==> src/rtl/bank_trk_pkg.sv <==
package bank_trk_pkg;

  typedef enum logic [2:0] {
    OP_NOP = 3'd0,
    OP_ACT = 3'd1,
    OP_RD  = 3'd2,
    OP_WR  = 3'd3,
    OP_PRE = 3'd4
  } cmdOpT;

  typedef enum logic [1:0] {
    CLS_HIT      = 2'd0,
    CLS_MISS     = 2'd1,
    CLS_CONFLICT = 2'd2
  } reqClassT;

  typedef enum logic [1:0] {
    BK_IDLE,
    BK_ACTIVATING,
    BK_ACTIVE,
    BK_PRECHARGING
  } bankStT;

  typedef enum logic [1:0] {
    PH_IDLE,
    PH_PRE,
    PH_ACT,
    PH_COL
  } phaseT;

  typedef struct packed {
    logic  capture;
    logic  firePre;
    logic  fireAct;
    logic  fireCol;
    phaseT phase;
  } ctlStrobeT;

endpackage

==> src/rtl/bank_trk_bank.sv <==
module bank_trk_bank
  import bank_trk_pkg::*;
#(
  parameter int ROW_W = 14
) (
  input  logic             clk,
  input  logic             rstN,
  input  logic             preFire,
  input  logic             actFire,
  input  logic             colFire,
  input  logic [ROW_W-1:0] actRow,
  output bankStT           state,
  output logic [ROW_W-1:0] openRow
);

  always_ff @(posedge clk) begin
    if (!rstN) begin
      state   <= BK_IDLE;
      openRow <= '0;
    end else if (preFire) begin
      state <= BK_PRECHARGING;
    end else if (actFire) begin
      state   <= BK_ACTIVATING;
      openRow <= actRow;
    end else if (colFire) begin
      state <= BK_ACTIVE;
    end
  end

endmodule

==> src/rtl/bank_trk_ctrl.sv <==
module bank_trk_ctrl
  import bank_trk_pkg::*;
(
  input  logic      clk,
  input  logic      rstN,
  input  logic      reqValid,
  input  logic      cmdReady,
  input  reqClassT  lookupClass,
  output logic      reqReady,
  output logic      cmdValid,
  output ctlStrobeT strobe
);

  phaseT phase, phaseNext;
  logic  accept, fire;

  assign reqReady = (phase == PH_IDLE);
  assign cmdValid = (phase != PH_IDLE);
  assign accept   = reqValid && reqReady;
  assign fire     = cmdValid && cmdReady;

  always_comb begin
    phaseNext = phase;
    unique case (phase)
      PH_IDLE: if (accept) begin
        unique case (lookupClass)
          CLS_HIT:      phaseNext = PH_COL;
          CLS_MISS:     phaseNext = PH_ACT;
          CLS_CONFLICT: phaseNext = PH_PRE;
          default:      phaseNext = PH_ACT;
        endcase
      end
      PH_PRE: if (fire) phaseNext = PH_ACT;
      PH_ACT: if (fire) phaseNext = PH_COL;
      PH_COL: if (fire) phaseNext = PH_IDLE;
      default: phaseNext = PH_IDLE;
    endcase
  end

  always_ff @(posedge clk) begin
    if (!rstN) phase <= PH_IDLE;
    else       phase <= phaseNext;
  end

  always_comb begin
    strobe.capture = accept;
    strobe.firePre = fire && (phase == PH_PRE);
    strobe.fireAct = fire && (phase == PH_ACT);
    strobe.fireCol = fire && (phase == PH_COL);
    strobe.phase   = phase;
  end

endmodule

==> src/rtl/bank_trk_datapath.sv <==
module bank_trk_datapath
  import bank_trk_pkg::*;
#(
  parameter int NUM_BANKS = 8,
  parameter int ROW_W     = 14,
  parameter int COL_W     = 10,
  localparam int BANK_W   = $clog2(NUM_BANKS)
) (
  input  logic              clk,
  input  logic              rstN,
  input  ctlStrobeT         strobe,
  input  logic              reqWrite,
  input  logic [BANK_W-1:0] reqBank,
  input  logic [ROW_W-1:0]  reqRow,
  input  logic [COL_W-1:0]  reqCol,
  output reqClassT          lookupClass,
  output cmdOpT             cmdOp,
  output logic [BANK_W-1:0] cmdBank,
  output logic [ROW_W-1:0]  cmdRow,
  output logic [COL_W-1:0]  cmdCol,
  output reqClassT          cmdClass
);

  logic              curWrite;
  logic [BANK_W-1:0] curBank;
  logic [ROW_W-1:0]  curRow;
  logic [COL_W-1:0]  curCol;
  reqClassT          curClass;

  bankStT           bankSt  [NUM_BANKS];
  logic [ROW_W-1:0] openRows[NUM_BANKS];

  always_ff @(posedge clk) begin
    if (!rstN) begin
      curWrite <= 1'b0;
      curBank  <= '0;
      curRow   <= '0;
      curCol   <= '0;
      curClass <= CLS_MISS;
    end else if (strobe.capture) begin
      curWrite <= reqWrite;
      curBank  <= reqBank;
      curRow   <= reqRow;
      curCol   <= reqCol;
      curClass <= lookupClass;
    end
  end

  for (genvar g = 0; g < NUM_BANKS; g++) begin : gBank
    logic hitMe;
    assign hitMe = (curBank == BANK_W'(g));
    bank_trk_bank #(.ROW_W(ROW_W)) bank_i (
      .clk     (clk),
      .rstN    (rstN),
      .preFire (strobe.firePre && hitMe),
      .actFire (strobe.fireAct && hitMe),
      .colFire (strobe.fireCol && hitMe),
      .actRow  (curRow),
      .state   (bankSt[g]),
      .openRow (openRows[g])
    );
  end

  always_comb begin
    if (bankSt[reqBank] != BK_ACTIVE)      lookupClass = CLS_MISS;
    else if (openRows[reqBank] == reqRow)  lookupClass = CLS_HIT;
    else                                   lookupClass = CLS_CONFLICT;
  end

  always_comb begin
    unique case (strobe.phase)
      PH_PRE:  cmdOp = OP_PRE;
      PH_ACT:  cmdOp = OP_ACT;
      PH_COL:  cmdOp = curWrite ? OP_WR : OP_RD;
      default: cmdOp = OP_NOP;
    endcase
  end

  assign cmdBank  = curBank;
  assign cmdRow   = curRow;
  assign cmdCol   = curCol;
  assign cmdClass = curClass;

endmodule

==> src/rtl/dram_bank_tracker.sv <==
module dram_bank_tracker
  import bank_trk_pkg::*;
#(
  parameter int NUM_BANKS = 8,
  parameter int ROW_W     = 14,
  parameter int COL_W     = 10,
  localparam int BANK_W   = $clog2(NUM_BANKS)
) (
  input  logic              clk,
  input  logic              rstN,
  input  logic              reqValid,
  output logic              reqReady,
  input  logic              reqWrite,
  input  logic [BANK_W-1:0] reqBank,
  input  logic [ROW_W-1:0]  reqRow,
  input  logic [COL_W-1:0]  reqCol,
  output logic              cmdValid,
  input  logic              cmdReady,
  output logic [2:0]        cmdOp,
  output logic [BANK_W-1:0] cmdBank,
  output logic [ROW_W-1:0]  cmdRow,
  output logic [COL_W-1:0]  cmdCol,
  output logic [1:0]        cmdClass
);

  ctlStrobeT strobe;
  reqClassT  lookupClass;
  cmdOpT     dpOp;
  reqClassT  dpClass;

  bank_trk_ctrl ctrl_i (
    .clk         (clk),
    .rstN        (rstN),
    .reqValid    (reqValid),
    .cmdReady    (cmdReady),
    .lookupClass (lookupClass),
    .reqReady    (reqReady),
    .cmdValid    (cmdValid),
    .strobe      (strobe)
  );

  bank_trk_datapath #(
    .NUM_BANKS (NUM_BANKS),
    .ROW_W     (ROW_W),
    .COL_W     (COL_W)
  ) dp_i (
    .clk         (clk),
    .rstN        (rstN),
    .strobe      (strobe),
    .reqWrite    (reqWrite),
    .reqBank     (reqBank),
    .reqRow      (reqRow),
    .reqCol      (reqCol),
    .lookupClass (lookupClass),
    .cmdOp       (dpOp),
    .cmdBank     (cmdBank),
    .cmdRow      (cmdRow),
    .cmdCol      (cmdCol),
    .cmdClass    (dpClass)
  );

  assign cmdOp    = dpOp;
  assign cmdClass = dpClass;

endmodule

==> config.mk <==
export PLATFORM = sky130hd
export DESIGN_NAME = dram_bank_tracker
export DESIGN_NICKNAME = d
export VERILOG_FILES = /design/src/rtl/bank_trk_pkg.sv /design/src/rtl/bank_trk_bank.sv /design/src/rtl/bank_trk_ctrl.sv /design/src/rtl/bank_trk_datapath.sv /design/src/rtl/dram_bank_tracker.sv
export SDC_FILE = /design/constraint.sdc
export NUM_CORES = 1
export LEC_CHECK = 0
export ABC_CLOCK_PERIOD_IN_PS = 2180
export CAP_MARGIN = 5
export CORE_MARGIN = 1
export CORE_UTILIZATION = 40
export CTS_CLUSTER_DIAMETER = 40
export DETAILED_ROUTE_END_ITERATION = 12
export PLACE_DENSITY = 0.7
export REMOVE_ABC_BUFFERS = 1
export SLEW_MARGIN = 20
export SYNTH_ARGS = -nofsm -noshare
export SYNTH_HDL_FRONTEND = slang
export SYNTH_SLANG_ARGS = --single-unit
==> constraint.sdc <==
create_clock -name clk -period 2.18 [get_ports clk]
set_input_delay 0.218 -clock clk [delete_from_list [all_inputs] [get_ports clk]]
set_output_delay 0.218 -clock clk [all_outputs]
set_load 0.02 [all_outputs]
[After elaboration in Yosys (flattened, before gate mapping)]
Index checks and enable logic that the tools add are counted.
Word-level totals
  output and inout bits: 34
  register bits: 160
  logic and storage cells: 139
  bits of input ports: 32
Cells by class
  $lt $le $gt $ge: 1
  multiplexer cells: 40
  bitwise gates (word level): 9
  equality and inequality tests: 17
  reductions and logical operators: 50
Operator list (count)
  $mux 2: 32
  $bmux 14 s3: 1
  $logic_and 1x1->1: 29
  $mux 14: 2
  $reduce_bool 3->1: 8
  $reduce_and 2->1: 8
  $eq 14x14->1: 1
  $eq 3x3->1 const B: 4
  $pmux 3 s3: 1
  $not 1->1: 8
  $pmux 2 s4: 1
  $bmux 2 s3: 1
  $eq 2x2->1 const B: 3
  $eq 3x2->1 const B: 2
  $ne 2x1->1 const B: 3
  $ge 4x4->1 const B: 1
  $logic_not 2->1: 2
  $ne 2x2->1 const B: 2
  $not 3->4: 1
  $pmux 2 s2: 1
  $reduce_and 4->1: 1
  $eq 3x1->1 const B: 1
  $logic_not 3->1: 1
  $eq 2x1->1 const B: 1
  2 further kinds: 2

[Logic depth before layout (Yosys ltp)]
  depth in word-level cells: 11
  gate-level depth with buffers: 10

[Hierarchy]
Synthesis repeated with hierarchy kept, for this count alone.
Unflattened totals
  cells, all modules: 845
  area, all modules: 7990.2 um2
By module, submodules not included
  bank_trk_bank: instances 8, area an instance 654.4 um2, cells each 68, sequential area each 320.3 um2
  bank_trk_datapath: instances 1, area an instance 2527.4 um2, cells each 275, sequential area each 600.6 um2
  bank_trk_ctrl: instances 1, area an instance 227.7 um2, cells each 26, sequential area each 40.0 um2

[Worst setup path before layout]
Ideal clock, no wire load.
  path kind: register -> register
  start point: register ctrl_i.phase[0]
  end point: register dp_i.gBank[7].bank_i.openRow[10]
  arrival time: 2111 ps
  slack: -53 ps
  clock period less this slack: 2233 ps
  cell stages (with the launch flop): 11
  library setup time: 122 ps
  buffers on the path: 3
  cell sequence: dfxtp_1 > inv_1 > ha_1 > nor2b_1 > clkbuf_1 > nand3b_1 > or2_2 > clkbuf_1 > clkbuf_1 > nand2_1 > a21boi_0
Between the ends
  longest elaborated chain between the ends: 6
  elaborated cells between the ends (all ways): 10
  those cells by class: eq/ne (2); bitwise (1); reduce/logical (7)
Ends and longest elaborated chain
  start, declared: RTL line bank_trk_ctrl.sv:14  | phaseT phase, phaseNext;
  start signal, assigned: RTL line bank_trk_ctrl.sv:42  | else phase <= phaseNext;
  $reduce_bool 2->1: RTL line bank_trk_ctrl.sv:18  | assign cmdValid = (phase != PH_IDLE);
  $logic_and 1x1->1: RTL line bank_trk_ctrl.sv:20  | assign fire = cmdValid && cmdReady;
  $logic_and 1x1->1: RTL line bank_trk_ctrl.sv:47  | strobe.firePre = fire && (phase == PH_PRE);
  $logic_and 1x1->1: RTL line bank_trk_datapath.sv:55  | .preFire (strobe.firePre && hitMe),
  $not 1->1 (no source line)
  $reduce_and 2->1 (no source line) (*)
  end signal, assigned: RTL line bank_trk_bank.sv:24  | openRow <= actRow;
  end, declared: RTL line bank_trk_bank.sv:13  | output logic [ROW_W-1:0] openRow
Every way passes the cells marked *; elsewhere a longest branch is shown, timed or not.
A chain may end at the register's enable or synchronous reset.

[Worst setup path after layout]
  start point: register dp_i.gBank[7].bank_i.openRow[7]
  end point: register dp_i.curClass[1] (netlist: dp_i.cmdClass[1])
Between the ends
  longest elaborated chain between the ends: 6
Ends and longest elaborated chain
  $bmux 14 s3: RTL line bank_trk_datapath.sv:66  | else if (openRows[reqBank] == reqRow) lookupClass = CLS_HIT;
  $mux 14 (implied by the code) (2 in a row): RTL line bank_trk_datapath.sv:66
  $eq 14x14->1: RTL line bank_trk_datapath.sv:66
  $mux 2: RTL line bank_trk_datapath.sv:66
  $mux 2: RTL line bank_trk_datapath.sv:65  | if (bankSt[reqBank] != BK_ACTIVE) lookupClass = CLS_MISS;
  end signal, assigned: RTL line bank_trk_datapath.sv:45  | curClass <= lookupClass;
  end, declared: RTL line bank_trk_datapath.sv:28  | reqClassT curClass;
Every way passes these cells. The select of a mux whose other input is x is not followed.

==> run_results.csv <==
group,metric,value,unit
run_status,status,"complete, no violations",
pwr,p_clk_share,38.8,%
routing,drtIter0Drc,554,
routing,drt_wl_total,20.47,mm
die,core,17960,um2
final_layout,fin_cells,1179,
setup_path,crit_type,"flop to flop",
setup_path,critical_path.top_delay_family,"multiplexers",
setup_path,cp_slowest_cell,"mux4_2",
synth,synth_area,7317,um2
hold_path,hold_depth,3,
routing,routed_via_density,5.315,
grt,grt_util_all_layers,22.77,%
pwr,p_leak,0.003204,uW
final_layout,area_growth,24.49,%
setup_path,worst_path_largest_cell_delay,0.50,ns
cts,clock_sinks,160,
synth,synthArstFlopShare,0,%
setup_path,end_kind,"flop",
sta,fin_crit_sh,94.84,%
synth,syn_inst,869,
grt,antenna_found_initial,0,
cts,tritoncts,"done",
pwr,power_density,872.9,nW/um2
die,rows,49,
die,die_area,18840,um2
sta,finalSetupViolations,0,
die,die_h,137.3,um
setup_path,path_buf_inv,0,
synth,ys_warn_count,0,
cts,cts_buffers,17,
routing,ant_nets,0,
placed_design,place_inst,1145,
sta,slew_headroom,54.32,%
routing,drc,0,
sta,layout_min_cycle_time,2.067,ns
final_layout,multi_input_area,3861,um2
setup_path,critPathArrivalTime,2.39,ns
pwr,totalPowerFinal,7951,uW
final_layout,fin_util,50.71,%
routing,wl_per_cell,17.37,um
placed_design,hpwlAfterDp,13.32,mm
cts,clockBufferDepth,2,
synth,synth_flop_cell,"dfxtp_1",
synth,ys_seq_area_share,43.78,%
routing,vias,6266,
final_layout,diodes,0,
setup_path,path_cells,"mux4_2, mux2i_2, xnor2_2, nor4_2, nand4_1, a41o_1",
final_layout,drive_above_1_share,13.89,%
final_layout,nFillCells,1663,
sta,whs,0.3443,ns
sta,fin_skew,0.007089,ns
sta,worst_pin_slew,0.6852,ns
cts,cts-root-buf,"clkbuf_16",
setup_path,start_kind,"flop",
die,start_util,40.73,%
pwr,switching_share,28.99,%
grt,grt_max_degree,80,
setup_path,cp.required,2.50,ns
synth,synthDistinctLibCells,46,
final_layout,layout_commonest_cell,"nand2_1",
grt,grt_pass1_wl,32.07,mm
final_layout,layout_common_cells,"nand2_1, dfxtp_1, a21boi_0",
run,cap_violations,0,
hold_path,holdCritStartpoint,"rstN",
synth,ys_seq_elements,160,
cts,h-tree-depth,4,
setup_path,reg2reg_slack,0.11,ns
synth,synth.avg_cell_area,8.420,um2
setup_path,critPathMaxFanout,2,
grt,overflow,0,
cts,clk_pin_slew,0.06,ns
sta,timing.fmax,0.4837,GHz
hold_path,min_to,"dp_i.gBank[3].bank_i.state[1]$_SDFFE_PN0P_",
routing,drt_pass1_iterations,5,
pwr,seqPwrFrac,41.1,%
placed_design,gp_congestion,0.8398,
hold_path,hp-class,"input pin to flop",
synth,synth_edf_count,0,
final_layout,final_nets,975,
sta,report.final.slew_viol_count,0,
setup_path,reg2reg_depth,6,
setup_path,rr_endpoint,"dp_i.cmdClass[1]$_SDFFE_PN0P_",
final_layout,ff_latch_area,3203,um2
sta,finalHoldViolCount,0,
pwr,cell_internal_pwr,5646,uW
cts,worstSkewPairLatency,0.42,ns
die,io_pins,66,
pwr,p_sw,2305,uW
cts,cts_hold_buf,0,
pwr,irDropWorstVdd,604.3,uV
sta,tns,0,ns
setup_path,timing.rr.start,"dp_i.gBank[7].bank_i.openRow[7]$_SDFFE_PN0P_",
pwr,p_comb_share,20.1,%
grt,grt_pass1_vias,5864,
placed_design,io_buffer_count,65,
die,die_w,137.3,um
## worst reg2reg max path, cell delays in order (launching register included)
cell     delay [ns]
dfxtp_1        0.33
mux4_2         0.50
mux2i_2        0.23
xnor2_2        0.10
nor4_2         0.29
nand4_1        0.24
a41o_1         0.29
## layer usage
metal / vias to the layer above / GRT usage [%] / part of all wire (%)
met1: 2986 / 30.39 / 45
met4: 0 / 10.01 / 2.4
met5: - / 0 / 0
met2: 207 / 36.50 / 46
met3: 36 / 3.311 / 6.3
li1: 3037 / - / -
## power groups by stage
stage | sequential, uW | combinational [uW] | clock (uW)
finish | 3270 | 1600 | 3090
global route | 3300 | 1750 | 3250
CTS | 3270 | 1580 | 3130
detailed placement | 3330 | 1580 | 0
global placement | 3330 | 1570 | 0
floorplan | 3390 | 653 | 0
## synth_stat cells, types with 2 or more instances
library cell / number / area share [%]
xor2_1: 7 / 0.84
nor3_1: 3 / 0.21
dfxtp_1: 160 / 44
ha_1: 4 / 0.68
nand2_1: 311 / 16
a211oi_1: 2 / 0.21
nor4_1: 2 / 0.17
xnor2_1: 7 / 0.84
o22ai_1: 7 / 0.60
mux2_2: 13 / 2.0
mux2i_1: 30 / 4.1
o21ai_0: 13 / 0.89
or2_2: 3 / 0.26
mux4_2: 12 / 3.7
nor2_1: 23 / 1.2
a21oi_1: 8 / 0.55
a221oi_1: 6 / 0.72
a21boi_0: 146 / 15
nand3b_1: 5 / 0.51
nand3_1: 3 / 0.21
buf_6: 5 / 0.77
clkbuf_1: 57 / 2.9
nor3b_1: 2 / 0.21
and2_1: 3 / 0.26
buf_1: 2 / 0.10
nand2b_1: 4 / 0.34
and3b_1: 2 / 0.24
nor2b_1: 4 / 0.34
or3b_2: 2 / 0.24
inv_1: 4 / 0.21
buf_4: 4 / 0.41
## worst max-delay path by stage
stage                     slack, ns                                           end                                    startpoint  cells after the start
after CTS                     0.009                 dp_i.cmdClass[1]$_SDFFE_PN0P_                                    reqBank[1]                      8
after global placement        -0.38                 dp_i.cmdClass[1]$_SDFFE_PN0P_                                    reqBank[2]                      8
after global routing          -0.03  dp_i.gBank[4].bank_i.openRow[5]$_SDFFE_PN0P_                  ctrl_i.phase[1]$_SDFFE_PN0P_                      9
final                          0.11                 dp_i.cmdClass[1]$_SDFFE_PN0P_  dp_i.gBank[7].bank_i.openRow[7]$_SDFFE_PN0P_                      6
after detailed placement      -0.50                 dp_i.cmdClass[1]$_SDFFE_PN0P_                                    reqBank[2]                      8
after floorplan                0.04  dp_i.gBank[1].bank_i.openRow[0]$_SDFFE_PN0P_                  ctrl_i.phase[0]$_SDFFE_PN0P_                      7
## kinds of logic after synthesis
group           after synthesis  share of synthesized area, %
compound gates              191                         18.95
buf+inv                      73                         4.480
mux                          55                         9.798
fa+ha+maj                     4                        0.6840
xor+xnor                     14                         1.676
flops                       160                         43.78
simple gates                372                         20.64
## state kept, by name, indices dropped and copies added (netlist names)
name,count
dp_i.curWrite,1
dp_i.cmdBank,3
dp_i.cmdClass,2
dp_i.cmdCol,10
dp_i.gBank.bank_i.state,16
ctrl_i.phase,2
dp_i.gBank.bank_i.openRow,112
dp_i.cmdRow,14
## metrics by stage
| stage | worst slack [ns] | cell area (um2) |
|---|---|---|
| 2_1_floorplan | 0.03522 | 7004 |
| 3_3_place_gp | -0.3800 | 8392 |
| 3_5_place_dp | -0.4957 | 8392 |
| 4_1_cts | 0.009083 | 8996 |
| 5_1_grt | -0.02512 | 9109 |
| 6_report | 0.1126 | 9109 |
## area by class of cell
type | count | share of cell area (%)
clock buffers | 18 | 4.712
clock inverters | 12 | 1.854
inverters | 4 | 0.1648
multi-input cells | 636 | 42.39
flip-flops and latches | 160 | 35.16
well taps | 229 | 3.146
repair buffers | 120 | 12.57
## repair_timing
action                                  4_1_cts  5_1_grt
cloned                                        0        0
endpoints found under the setup margin        3       60
resized for setup                             4       19
buffers inserted                              0        4
pin swaps                                     0        7
No activity file was read; power rests on OpenSTA's default activity.
